`src/rtl/disp_ser_pkg.sv`:
```
package disp_ser_pkg;
  localparam int BYTE_W = 8;
  localparam int CNT_W  = $clog2(BYTE_W + 2);

  typedef struct packed {
    logic              is_data;
    logic [BYTE_W-1:0] value;
  } ser_word_t;
endpackage

```
`src/rtl/disp_ser_sync.sv`:
```
module disp_ser_sync #(
  parameter int              WIDTH   = 4,
  parameter int              STAGES  = 2,
  parameter logic [WIDTH-1:0] RST_VAL = '0
) (
  input  logic             clk,
  input  logic             rst_n,
  input  logic [WIDTH-1:0] din,
  output logic [WIDTH-1:0] dout
);
  logic [WIDTH-1:0] stg [STAGES];

  for (genvar g = 0; g < STAGES; g++) begin : g_stage
    always_ff @(posedge clk or negedge rst_n) begin
      if (!rst_n) stg[g] <= RST_VAL;
      else if (g == 0) stg[g] <= din;
      else stg[g] <= stg[(g == 0) ? 0 : g-1];
    end
  end

  assign dout = stg[STAGES-1];
endmodule

```
`src/rtl/disp_ser_edge.sv`:
```
module disp_ser_edge (
  input  logic clk,
  input  logic rst_n,
  input  logic lvl,
  output logic rise
);
  logic lvl_q;

  always_ff @(posedge clk or negedge rst_n) begin
    if (!rst_n) lvl_q <= 1'b0;
    else        lvl_q <= lvl;
  end

  assign rise = lvl & ~lvl_q;
endmodule

```
`src/rtl/disp_ser_framer.sv`:
```
module disp_ser_framer
  import disp_ser_pkg::*;
(
  input  logic             clk,
  input  logic             rst_n,
  input  logic             mode_3w,
  input  logic             cs_act,
  input  logic             bit_rise,
  input  logic             bit_val,
  input  logic             dc_lvl,
  output logic             word_valid,
  output ser_word_t        word,
  output logic [CNT_W-1:0] bit_cnt
);
  localparam logic [CNT_W-1:0] LAST_4W = CNT_W'(BYTE_W - 1);
  localparam logic [CNT_W-1:0] LAST_3W = CNT_W'(BYTE_W);

  logic [BYTE_W-1:0] shreg;
  logic [CNT_W-1:0]  last_idx;

  assign last_idx = mode_3w ? LAST_3W : LAST_4W;

  always_ff @(posedge clk or negedge rst_n) begin
    if (!rst_n) begin
      shreg      <= '0;
      bit_cnt    <= '0;
      word_valid <= 1'b0;
      word       <= '0;
    end else begin
      word_valid <= 1'b0;
      if (!cs_act) begin
        shreg   <= '0;
        bit_cnt <= '0;
      end else if (bit_rise) begin
        if (bit_cnt >= last_idx) begin
          word_valid    <= 1'b1;
          word.value    <= {shreg[BYTE_W-2:0], bit_val};
          word.is_data  <= mode_3w ? shreg[BYTE_W-1] : dc_lvl;
          shreg         <= '0;
          bit_cnt       <= '0;
        end else begin
          shreg   <= {shreg[BYTE_W-2:0], bit_val};
          bit_cnt <= bit_cnt + 1'b1;
        end
      end
    end
  end
endmodule

```
`src/rtl/disp_ser_wr_port.sv`:
```
module disp_ser_wr_port
  import disp_ser_pkg::*;
#(
  parameter int SYNC_STAGES = 2
) (
  input  logic              clk,
  input  logic              rst_n,
  input  logic              mode_3w,
  input  logic              cs_n,
  input  logic              sck,
  input  logic              sdi,
  input  logic              dc_sel,
  output logic              byte_valid,
  output logic [BYTE_W-1:0] byte_data,
  output logic              byte_is_data
);
  localparam int          N_SYNC   = 4;
  localparam logic [N_SYNC-1:0] SYNC_RST = 4'b1000;

  logic [N_SYNC-1:0] raw_pins, syn_pins;
  logic              sck_rise;
  logic [CNT_W-1:0]  bit_cnt;
  ser_word_t         word;

  assign raw_pins = {cs_n, sck, sdi, dc_sel};

  disp_ser_sync #(
    .WIDTH  (N_SYNC),
    .STAGES (SYNC_STAGES),
    .RST_VAL(SYNC_RST)
  ) u_sync (
    .clk  (clk),
    .rst_n(rst_n),
    .din  (raw_pins),
    .dout (syn_pins)
  );

  disp_ser_edge u_edge (
    .clk  (clk),
    .rst_n(rst_n),
    .lvl  (syn_pins[2]),
    .rise (sck_rise)
  );

  disp_ser_framer u_framer (
    .clk       (clk),
    .rst_n     (rst_n),
    .mode_3w   (mode_3w),
    .cs_act    (~syn_pins[3]),
    .bit_rise  (sck_rise),
    .bit_val   (syn_pins[1]),
    .dc_lvl    (syn_pins[0]),
    .word_valid(byte_valid),
    .word      (word),
    .bit_cnt   (bit_cnt)
  );

  assign byte_data    = word.value;
  assign byte_is_data = word.is_data;
endmodule

```
`config.mk`:
```
export PLATFORM = sky130hd
export DESIGN_NAME = disp_ser_wr_port
export DESIGN_NICKNAME = d
export VERILOG_FILES = /design/src/rtl/disp_ser_pkg.sv /design/src/rtl/disp_ser_sync.sv /design/src/rtl/disp_ser_edge.sv /design/src/rtl/disp_ser_framer.sv /design/src/rtl/disp_ser_wr_port.sv
export SDC_FILE = /design/constraint.sdc
export NUM_CORES = 1
export LEC_CHECK = 0
export ABC_AREA = 1
export CORE_MARGIN = 2
export CORE_UTILIZATION = 45
export CTS_BUF_LIST = sky130_fd_sc_hd__clkbuf_8
export CTS_CLUSTER_SIZE = 28
export DETAILED_ROUTE_END_ITERATION = 10
export GPL_ROUTABILITY_DRIVEN = 0
export PLACE_DENSITY = 0.71
export SLEW_MARGIN = 25
export SYNTH_ARGS = -nofsm -noshare
export SYNTH_HDL_FRONTEND = slang
export SYNTH_SLANG_ARGS = --single-unit
export TNS_END_PERCENT = 1
```
`constraint.sdc`:
```
create_clock -name clk -period 1.3 [get_ports clk]
set_input_delay 0.13 -clock clk [delete_from_list [all_inputs] [get_ports clk]]
set_output_delay 0.13 -clock clk [all_outputs]
set_load 0.02 [all_outputs]
```
==> reports/summary.md, run 1 <==
The run finished, with violations left. The final reports fail on negative setup slack. Total global routing track utilization: 18.1%. The first routing iteration left 43 violations. For the final-report setup violation count, the log shows 22. The power density over cell area works out to 1130 nW/um2. The tool flagged a number of max-cap violations equal to 0. The largest clock skew in the final design is 0.00747 ns, and the slew at the pin closest to its max-slew limit is 0.332 ns. The post-detailed-route wirelength per cell came out at 13.3 um. Setup slack on the worst reg-to-reg path comes out at -0.14 ns. In this run the remaining antenna-violating nets after routing total 0. The logs give 0.225 ns for the worst hold slack and 978 for the via count of the routed design. Multiplexer cells account for 0% of the synthesized area. Summing the areas of all xor and xnor instances in the mapped netlist gives 0.676% of the synthesized area.

The net count of the finished layout is 177. For the number of primary I/O pins, the log shows 17. Synthesis produced a netlist whose cell count is 131.

The multi-input combinational cells in the finished layout cover a total of 527 um2. The share of synthesized cell area in and, or, nand and nor gates was 19.5%; the post-synthesis sequential area ratio was 60.1%. The kind of path behind the tightest hold check is input port to asynchronous set/reset pin. The post-synthesis average cell area came out at 9.89 um2.

The cell sitting at the root of the clock tree is a clkbuf_8. For the via count of the first global-routing pass, the log shows 996. VDD sags by at most 0.990 mV. The clock reaches the later pin of the worst-skew pair after 0.27 ns. The total overflow left after global routing is 0. The endpoint identified for the worst register-to-register timing path is u_framer.word[0].

The worst register-to-register path has a depth of 8. STA puts the critical path data arrival time at 1.60 ns. Reg-to-reg startpoint: u_framer.bit_cnt[2]. By area, the combinational part of the netlist is dominated by simple AND/OR/NAND/NOR gates. The completed layout was analyzed and its total power is 2.01 mW. The fraction of layout cells with a size suffix above 1 was 25.5%. The number of antenna violations at the first check in global routing came out at 0. The clock tree synthesis step divided the H-tree into 2 levels.

The largest net degree at the start of global routing is 32, and the top achievable clock speed is 696 MHz. The clock edge transition at the registers on the reported setup and hold paths works out to 0.07 ns. Yosys mapped the design onto 16 distinct sky130hd cell types.

The die is 57.6 um tall. The worst setup path is of the flop to flop kind. The final routed wirelength across all metal layers is 2.61 mm, and the maximum fanout along the worst path is 5. The logs give 0 for the count of final hold-check violations and 77.8% for the worst max-slew margin expressed relative to the limit.

The floorplan die width is 57.6 um, and the area of the mapped netlist is 1290 um2. Counting along the longest clock path gives a buffer depth of 2. For this run, the detailed router's first-pass iteration total came to 4. After detailed routing, the number of vias per cell comes to 4.99.

After layout, the minimum clock period comes to 1.44 ns. From synthesis to final layout, the design area changed by 37.2%. Registers take 778 um2. The synthesized netlist devotes 4.83% of its cell area to adder and majority cells. Setup repair after global routing could not meet its margin everywhere.

The endpoint class of the critical path was a flop. The minimum setup slack in the final design came out at -0.137 ns. The Yosys step of the flow raised 0 warnings. Summed over all nets, the half-perimeter wirelength after detailed placement is 1.66 mm. The layout has 205 filler cells. Once the floorplan was initialized, standard cells occupied 47.4% of the core.

Counting every net in the synthesized netlist gives 143. STA puts the critical path data required time at 1.46 ns. The ratio of final minimum period to clock period was 111%; the number of buffers created by CTS was 5. The tools report the number of sinks on the clock net as 31. The area of the die came out at 3320 um2.

The region available for standard cell placement spans 2730 um2. Synthesis inferred 31 register bits. The logs give 0 for the final count of pins violating max slew and 19 for the number of core rows. The first global-routing pass estimated 4.46 mm of wire. TritonCTS built the clock tree.

The cell leakage power was 0.926 nW. The logs give 0 for the remaining routing DRC violations and 0 for the final antenna diode count. The share of the synthesized area in compound gates (AO/OA/AOI/OAI) was 7.63%; the number of port buffers was 16. The number of hold-repair buffers added at the cts stage is 0. STA classifies the critical path startpoint as a flop.
==> sequential cells by signal, indices dropped and copies added, names as in the netlist <==
register             flops
u_sync.stg               4
u_edge.lvl_q             1
u_framer.shreg           8
u_sync.dout              4
u_framer.word_valid      1
u_framer.word            9
u_framer.bit_cnt         4
==> metal layers <==
metal	GRT usage (%)	up-vias	share of wire [%]
met5	0	-	0
met4	7.97	0	2.0
met3	5.36	9	3.7
met2	29.7	20	52
met1	22.1	466	42
li1	-	483	-
==> report_power, final <==
part / leakage, nW / total, mW / internal, mW / switching [mW]
logic: 0.472 / 0.240 / 0.0990 / 0.141
clock network: 0.0470 / 0.745 / 0.414 / 0.331
registers: 0.407 / 1.02 / 1.01 / 0.0177
==> worst max-delay path: stages, from the launching register on <==
cell and delay, ns:
dfrtp_1 0.38, ha_1 0.28, nand2_2 0.08, inv_4 0.05, nand2_4 0.09, nand3_4 0.14, buf_6 0.18, nand3_1 0.06
nand2_1 0.05
==> synthesized netlist by cell type <==
cell      instances  area (um2)
o21bai_1         10        75.1
nand4_2           1        12.5
nand3_1          14        70.1
a21oi_2           1        8.76
ha_1              5        62.6
xor2_1            1        8.76
a21oi_1           1        5.00
nand2_1          29         109
nor2_4            1        11.3
inv_1            21        78.8
dfstp_2           2        52.6
dfrtp_1          29         726
nand2_2           2        12.5
nor2_1           10        37.5
buf_4             2        15.0
o21ai_0           2        10.0
==> cell families after synthesis <==
| family | after synthesis |
|---|---|
| and+or+nand+nor | 57 |
| AOI/OAI and AO/OA | 14 |
| buffers and inverters | 23 |
| DFF | 31 |
| adders and majority gates | 5 |
| xor gates and xnor gates | 1 |
==> final cells by class <==
type	instances	share of cell area, %
inverters	21	4.58
clock inverters	1	0.282
repair buffers	29	14.9
flip-flops and latches	31	43.8
clock buffers	6	4.65
well taps	31	2.18
multi-input cells	77	29.6
==> worst max-delay path by stage <==
stage                                     end           startpoint  cells past startpoint
after detailed placement  u_framer.bit_cnt[3]              mode_3w                      8
after global routing         u_framer.word[3]  u_framer.bit_cnt[1]                      8
after CTS                    u_framer.word[0]  u_framer.bit_cnt[1]                      8
final                        u_framer.word[0]  u_framer.bit_cnt[2]                      8
after floorplan              u_framer.word[8]  u_framer.bit_cnt[1]                      8
after global placement       u_framer.word[1]              mode_3w                     10
==> repair_timing <==
item | CTS | global route
buffers inserted | 1 | 1
endpoints found under the setup margin | 32 | 22
hold endpoints to repair | 0 | 0
gates cloned | 1 | 0
gates resized for setup | 26 | 8
pin swaps | 5 | 4
==> layout by cell type, fill, tap and decap left out, drive strengths merged <==
cell and instances:
nand2 31, dfrtp 29, inv 21, nand3 14
buf 13, dlygate4sd2 11, nor2 11, o21bai 10
clkbuf 6, clkdlybuf4s50 5, ha 5, dfstp 2
a21oi 2, o21ai 2, nand4 1, xor2 1
clkinv 1
==> metrics by stage <==
step	instance area [um2]	util, %	cells	worst slack (ns)	TNS [ns]
3_3_place_gp	1590	58.2	186	-0.455	-9.47
3_5_place_dp	1590	58.2	186	-0.559	-10.86
4_1_cts	1750	64.0	195	-0.111	-1.16
6_report	1780	65.0	196	-0.137	-1.65
2_1_floorplan	1320	-	131	-0.0174	-0.156
5_1_grt	1780	65.0	196	-0.188	-2.89
Note: power is estimated with default switching activity, not from simulation.
==> run 2: changes to the inputs <==
GPL_TIMING_DRIVEN = 0   (was default)
==> reports/summary.md, run 2 (synthesis gave the netlist of run 1 again) <==
The post-route met1 wirelength was 1.10 mm (was 1.09 mm); the first-pass iteration count of the detailed router was 4 (unchanged). The floorplan die width is 57.6 um (unchanged). The logs give 518 um2 (was 527 um2) for the multi-input combinational cell area and 107 um (was 97 um) for the detailed-routed wire length on met3. The minimum setup slack in the final design came out at -0.122 ns (was -0.137 ns). The area of the die is 3320 um2 (unchanged). The most common cell after layout, fill and taps aside was dfrtp_1 (unchanged). The largest clock skew in the final design was 0.00306 ns (was 0.00747 ns). The power density over cell area is 1170 nW/um2 (was 1130 nW/um2), and the area growth from synthesis to final layout is 33.8% (was 37.2%). The worst-case register-to-register setup slack came out at -0.12 ns (was -0.14 ns). TritonCTS built the clock tree. The run gives 0 (unchanged) as the count of final hold-check violations. The global-route congestion overflow total was 0 (unchanged). Setup repair after global routing could not meet its margin everywhere.

The number of port buffers is 16 (unchanged). The logs give 2730 um2 (unchanged) for the placeable core region and 0 (unchanged) for the remaining routing DRC violations. Register containing the most flip-flops in the final layout: u_framer.word (unchanged). The final count of pins violating max slew is 0 (unchanged). The run gives 0 (unchanged) as the final antenna diode count. For the clock tree buffer depth, the log shows 2 (unchanged).

The number of core rows was 19 (unchanged). The height of the die was 57.6 um (unchanged). The final routed wirelength across all metal layers came out at 2.45 mm (was 2.61 mm). The setup total negative slack was -1.44 ns (was -1.65 ns).

The worst hold path cell count was 1; the sum of net half-perimeters after detailed placement was 1.53 mm (was 1.66 mm). The run finished, with violations left. Fraction of layout cells with a size suffix above 1: 21.0% (was 25.5%).

The kind of critical path is flop to flop (unchanged). The count of routing violations after the opening detailed-route iteration is 31 (was 43). The flip-flop count of the largest register, all copies and words added came out at 9 (unchanged). Largest registers in the final layout: u_framer.word x9, u_framer.shreg x8 (unchanged). The power share of the clock group is 39.0% (was 37.1%), and the number of antenna-violating nets in the routed design is 0 (unchanged).

The cell-internal power is 1.56 mW (was 1.52 mW), and the via count of the routed design is 935 (was 978). The power consumption is 2.04 mW (was 2.01 mW). Critical path launch point type: a flop (unchanged). For the later-pin clock latency in the skew report, the log shows 0.27 ns (about the same). The worst max-slew margin expressed relative to the limit is 55.7% (was 77.8%), and the number of violations of the max-capacitance limit is 0 (unchanged). The net count of the finished layout was 173 (was 177); the via count of the first global-routing pass was 1006 (was 996). The worst hold slack was 0.264 ns (was 0.225 ns); the part of the power in combinational logic was 10.7% (was 11.9%).

The first-pass GRT wire length was 4.28 mm (was 4.46 mm). For the largest vdd supply drop, the log shows 0.866 mV (was 0.990 mV). Most frequent cells in the layout: dfrtp_1, nand2_1, inv_1 (unchanged).

For the total global routing track utilization, the log shows 17.4% (was 18.1%). The kind of path behind the tightest hold check is input port to flop (was input port to asynchronous set/reset pin). The tools report the endpoint class of the critical path as a flop (unchanged).

The logic depth of the worst register-to-register path came out at 8 (unchanged). The slew at the pin closest to its max-slew limit was 0.664 ns (was 0.332 ns). The arrival time reported for the critical path endpoint was 1.59 ns (was 1.60 ns); the worst slack after detailed placement was -0.568 ns (was -0.559 ns). The number of antenna violations at the first check in global routing is 0 (unchanged). The uppermost metal layer occupied by signal nets was met4 (unchanged). Number of primary I/O pins: 17 (unchanged).

The logs give 2 (unchanged) for the number of H-tree levels and 226 (was 205) for the number of filler instances in the final layout. The final critical path time including I/O delays and setup was 1.42 ns (was 1.44 ns); the switching power summed over all nets was 0.471 mW (was 0.489 mW). The tools report the met2 layer wire length in the routed design as 1.19 mm (was 1.36 mm). The number of sinks on the clock net came out at 31 (unchanged). Violated checks: negative setup slack (unchanged). For the number of buffers created by CTS, the log shows 5 (unchanged). Reg-to-reg endpoint: u_framer.word[4] (was u_framer.word[0]).

The final-report setup violation count is 21 (was 22). The fraction of power spent switching nets came out at 23.2% (was 24.4%). Critical path data required time: 1.47 ns (was 1.46 ns).

The maximum fanout along the worst path was 10 (was 5). The starting density of the core came out at 47.4% (unchanged). The clock edge transition at the registers on the reported setup and hold paths is 0.06 ns (was 0.07 ns), and the ratio of final minimum period to clock period is 109% (was 111%). The mean number of vias per cell works out to 4.84 (was 4.99). The tools report the reg-to-reg startpoint as u_framer.bit_cnt[1] (was u_framer.bit_cnt[2]). The cell leakage power is 0.924 nW (was 0.926 nW). The worst-case hold path end point was u_sync.stg[7]. The tools report the footprint of the flip-flops and latches as 778 um2 (unchanged).

The CTS root buffer was clkbuf_8 (unchanged). The tools report the start point of the worst min-delay path as cs_n. The run gives 703 MHz (was 696 MHz) as the top achievable clock speed. Largest net degree at the start of global routing: 32 (unchanged). The post-detailed-route wirelength per cell was 12.7 um (was 13.3 um).

The part of the power in registers is 50.3% (was 50.9%).
==> run 2: worst max-delay path, stage by stage, from the launching register on <==
cell     delay (ns)
dfrtp_1        0.42
ha_4           0.29
nand2_1        0.05
nand2_1        0.10
nand2_4        0.08
nand3_4        0.12
nand2_4        0.11
nand2_1        0.09
nand2_1        0.05
==> run 2: power groups by stage <==
| stage | Sequential (mW) | Clock [mW] | Combinational, mW |
|---|---|---|---|
| 2_1_floorplan | 1.06 | 0 | 0.0787 |
| 3_3_place_gp | 1.04 | 0 | 0.189 |
| 3_5_place_dp | 1.04 | 0 | 0.193 |
| 4_1_cts | 1.02 | 0.821 | 0.201 |
| 5_1_grt | 1.03 | 0.867 | 0.246 |
| 6_report | 1.02 | 0.795 | 0.217 |
==> run 2: area by class of cell <==
class                      count  area share (%)
clock inverter                 1           0.217
tap                           31            2.24
sequential                    31            44.9
timing repair buffer          23            11.6
inverter                      21            4.55
buffer                         2            1.08
clock buffer                   7            5.56
multi-input combinational     77            29.9
==> run 2: worst max-delay path by stage <==
stage / start / end / cells after the start
after floorplan: u_framer.bit_cnt[1] / u_framer.word[8] / 8
after global placement: mode_3w / u_framer.bit_cnt[0] / 8
after detailed placement: mode_3w / u_framer.shreg[1] / 8
after CTS: u_framer.bit_cnt[2] / u_framer.word[4] / 8
after global routing: u_framer.bit_cnt[1] / u_framer.word[3] / 8
final: u_framer.bit_cnt[1] / u_framer.word[4] / 8
==> run 2: stage by stage <==
step | cells | utilization, % | instance area (um2)
floorplan | 131 | - | 1320
global placement | 178 | 55.7 | 1520
detailed placement | 178 | 55.5 | 1520
CTS | 191 | 61.7 | 1690
global route | 193 | 63.4 | 1730
finish | 193 | 63.4 | 1730
==> run 2: repair_timing <==
action / in CTS / in global routing
gates resized for setup: 19 / 7
setup buffers: 4 / 1
endpoints found under the hold margin: 29 / 0
cloned: 0 / 1
pin swaps: 1 / 3
setup endpoints to repair: 32 / 22
hold buffers: 1 / 0
==> run 2: per-layer routing <==
layer | up-vias | global-route usage, %
met5 | - | 0
met3 | 7 | 5.58
li1 | 469 | -
met1 | 438 | 19.7
met2 | 21 | 28.6
met4 | 0 | 10.3
==> run 3: changes to the inputs <==
--- a/config.mk
+++ b/config.mk
@@ -7,7 +7,7 @@
 export LEC_CHECK = 0
 export ABC_AREA = 1
-export CORE_MARGIN = 2
 export CORE_UTILIZATION = 45
 export CTS_BUF_LIST = sky130_fd_sc_hd__clkbuf_8
+export CTS_CLUSTER_DIAMETER = 80
 export CTS_CLUSTER_SIZE = 28
 export DETAILED_ROUTE_END_ITERATION = 10
==> constraint.sdc (replaced) <==
create_clock -name clk -period 1.3 [get_ports clk]
set_input_delay 0.26 -clock clk [delete_from_list [all_inputs] [get_ports clk]]
set_output_delay 0.26 -clock clk [all_outputs]
set_load 0.02 [all_outputs]
==> reports/summary.md, run 3 (synthesis gave the netlist of run 1 again) <==
The number of sinks on the clock net came out at 31 (unchanged). TritonCTS built the clock tree. Number of buffers created by CTS: 5 (unchanged). The tools report the met2 layer wire length in the routed design as 1.09 mm (was 1.19 mm). The CTS root buffer was clkbuf_8 (unchanged). The slew at the pin closest to its max-slew limit is 0.662 ns (was 0.664 ns), and the first-pass GRT wire length is 3.86 mm (was 4.28 mm).

Register containing the most flip-flops in the final layout: u_framer.word (unchanged). The post-detailed-route wirelength per cell was 11.7 um (was 12.7 um); the final count of pins violating max slew was 0 (unchanged). The run gives 0 (unchanged) as the global-route congestion overflow total. Minimum setup slack in the final design: -0.139 ns (was -0.122 ns).

The top achievable clock speed came out at 695 MHz (was 703 MHz). The tools report the largest vdd supply drop as 0.954 mV (was 0.866 mV). The detailed-routed wire length on met3 came out at 107 um (unchanged). The tools report the total global routing track utilization as 16.8% (was 17.4%). The tools report the number of violations of the max-capacitance limit as 0 (unchanged). Violated checks: negative setup slack (unchanged). For the final routed wirelength across all metal layers, the log shows 2.23 mm (was 2.45 mm).

The clock edge transition at the registers on the reported setup and hold paths was 0.06 ns (about the same); the count of final hold-check violations was 0 (unchanged). The tools report the largest clock skew in the final design as 0.00490 ns (was 0.00306 ns). The flip-flop count of the largest register, all copies and words added came out at 9 (unchanged). Setup repair after global routing could not meet its margin everywhere.

The maximum fanout along the worst path works out to 10 (unchanged). The flow ran to the end, but the final reports show violations. The logs give 2 (unchanged) for the clock tree buffer depth and 0 (unchanged) for the number of antenna violations at the first check in global routing. The number of H-tree levels came out at 2 (unchanged). The run gives 19 (unchanged) as the number of core rows.

Most frequent cells in the layout: dfrtp_1, nand2_1, inv_1 (unchanged). Most common cell after layout, fill and taps aside: dfrtp_1 (unchanged). The height of the die was 55.6 um (was 57.6 um).

The kind of path behind the tightest hold check is input port to asynchronous set/reset pin (was input port to flop). The run gives 21 (unchanged) as the final-report setup violation count. The logic depth of the worst register-to-register path works out to 8 (unchanged). The tools report the worst max-slew margin expressed relative to the limit as 55.8% (was 55.7%).

The reg-to-reg endpoint is u_framer.word[3] (was u_framer.word[4]). Kind of critical path: flop to flop (unchanged). The area growth from synthesis to final layout works out to 28.4% (was 33.8%). The logs give 47.4% (unchanged) for the starting density of the core and 16 (was 31) for the count of routing violations after the opening detailed-route iteration. For the net count of the finished layout, the log shows 170 (was 173).

The critical path data required time was 1.47 ns (about the same); the number of primary I/O pins was 17 (unchanged). The largest net degree at the start of global routing came out at 32 (unchanged). The cell leakage power came out at 0.884 nW (was 0.924 nW).

Number of antenna-violating nets in the routed design: 0 (unchanged). The fraction of layout cells with a size suffix above 1 came out at 17.6% (was 21.0%). Ratio of final minimum period to clock period: 111% (was 109%). The tools report the critical path launch point type as a flop (unchanged). The later-pin clock latency in the skew report was 0.27 ns (about the same).

The final antenna diode count is 0 (unchanged), and the first-pass iteration count of the detailed router is 4 (unchanged). Floorplan die width: 55.6 um (was 57.6 um). The tools report the worst slack after detailed placement as -0.706 ns (was -0.568 ns). Sum of net half-perimeters after detailed placement: 1.46 mm (was 1.53 mm). The startpoint of the most critical setup path was u_framer.bit_cnt[1] (unchanged). The arrival time reported for the critical path endpoint was 1.61 ns (was 1.59 ns). The via count of the routed design was 921 (was 935); the area of the die was 3100 um2 (was 3320 um2). The power density over cell area is 1140 nW/um2 (was 1170 nW/um2), and the mean number of vias per cell is 4.85 (was 4.84).

The endpoint class of the critical path is a flop (unchanged). The number of hold-repair buffers added at the cts stage was 0 (was 1); the final critical path time including I/O delays and setup was 1.44 ns (was 1.42 ns). For the power consumption, the log shows 1.89 mW (was 2.04 mW). The uppermost metal layer occupied by signal nets is met4 (unchanged). The worst-case register-to-register setup slack was -0.14 ns (was -0.12 ns). Largest registers in the final layout: u_framer.word x9, u_framer.shreg x8 (unchanged).

The remaining routing DRC violations was 0 (unchanged). Destination of the critical timing path: u_framer.word[3] (was u_framer.word[4]). Post-route met1 wirelength: 969 um (was 1.10 mm). The tools report the via count of the first global-routing pass as 919 (was 1006). The placeable core region came out at 2730 um2 (unchanged). The number of port buffers works out to 16 (unchanged). The reg-to-reg startpoint is u_framer.bit_cnt[1] (unchanged). The number of filler instances in the final layout is 216 (was 226).
## run 3: stage by stage
step / cell area (um2) / TNS (ns) / util [%] / instances / hold WS (ns)
detailed placement: 1520 / -14.35 / 55.5 / 178 / 0.334
global route: 1660 / -3.77 / 60.8 / 190 / 0.0741
floorplan: 1320 / -0.156 / - / 131 / -0.0356
finish: 1660 / -1.85 / 60.8 / 190 / 0.0180
global placement: 1520 / -29.87 / 55.7 / 178 / 0.334
CTS: 1610 / -2.18 / 58.8 / 187 / 0.0392
## run 3: how the worst min path moves through the flow
stage / start / to / slack, ns / cells past startpoint
finish: rst_n / u_framer.shreg[5] / 0.02 / 1
global route: rst_n / u_sync.dout[0] / 0.07 / 1
CTS: rst_n / u_framer.bit_cnt[1] / 0.04 / 1
detailed placement: rst_n / u_framer.word_valid / 0.33 / 1
global placement: u_sync.stg[5] / u_sync.dout[1] / 0.33 / 0
floorplan: rst_n / u_edge.lvl_q / -0.04 / 0
## run 3: critical path: stages (launching register included)
cell and delay (ns):
dfrtp_1 0.43, ha_4 0.23, nand2_1 0.06, nand2_1 0.08, nand2_2 0.13, nand3_4 0.10
buf_8 0.16, nand3_1 0.08, nand2_1 0.05
## run 3: area by class of cell
class	count	area, um2	area share [%]
Buffer	2	22.5	1.35
Clock buffer	5	68.8	4.14
Clock inverter	3	12.5	0.752
Inverter	21	78.8	4.74
Multi-Input combinational cell	77	490	29.5
Sequential cell	31	778	46.8
Tap cell	31	38.8	2.33
Timing Repair Buffer	20	173	10.4
## run 3: what timing repair did
item,in CTS,in global routing
buffers inserted,1,3
resized for setup,15,6
setup endpoints to repair,32,22
hold endpoints to repair,0,0
pin swaps,1,1
## run 3: metal layers
layer	up-vias	track usage, %
met2	21	28.7
met3	8	5.12
met5	-	0
met1	429	18.6
li1	463	-
met4	0	8.93
## run 3: report_power, final
| group | total, mW | leakage, nW | switching [mW] | internal (mW) |
|---|---|---|---|---|
| Sequential | 1.02 | 0.407 | 0.0171 | 1.01 |
| Combinational | 0.198 | 0.427 | 0.123 | 0.0754 |
| Clock | 0.670 | 0.0505 | 0.312 | 0.358 |
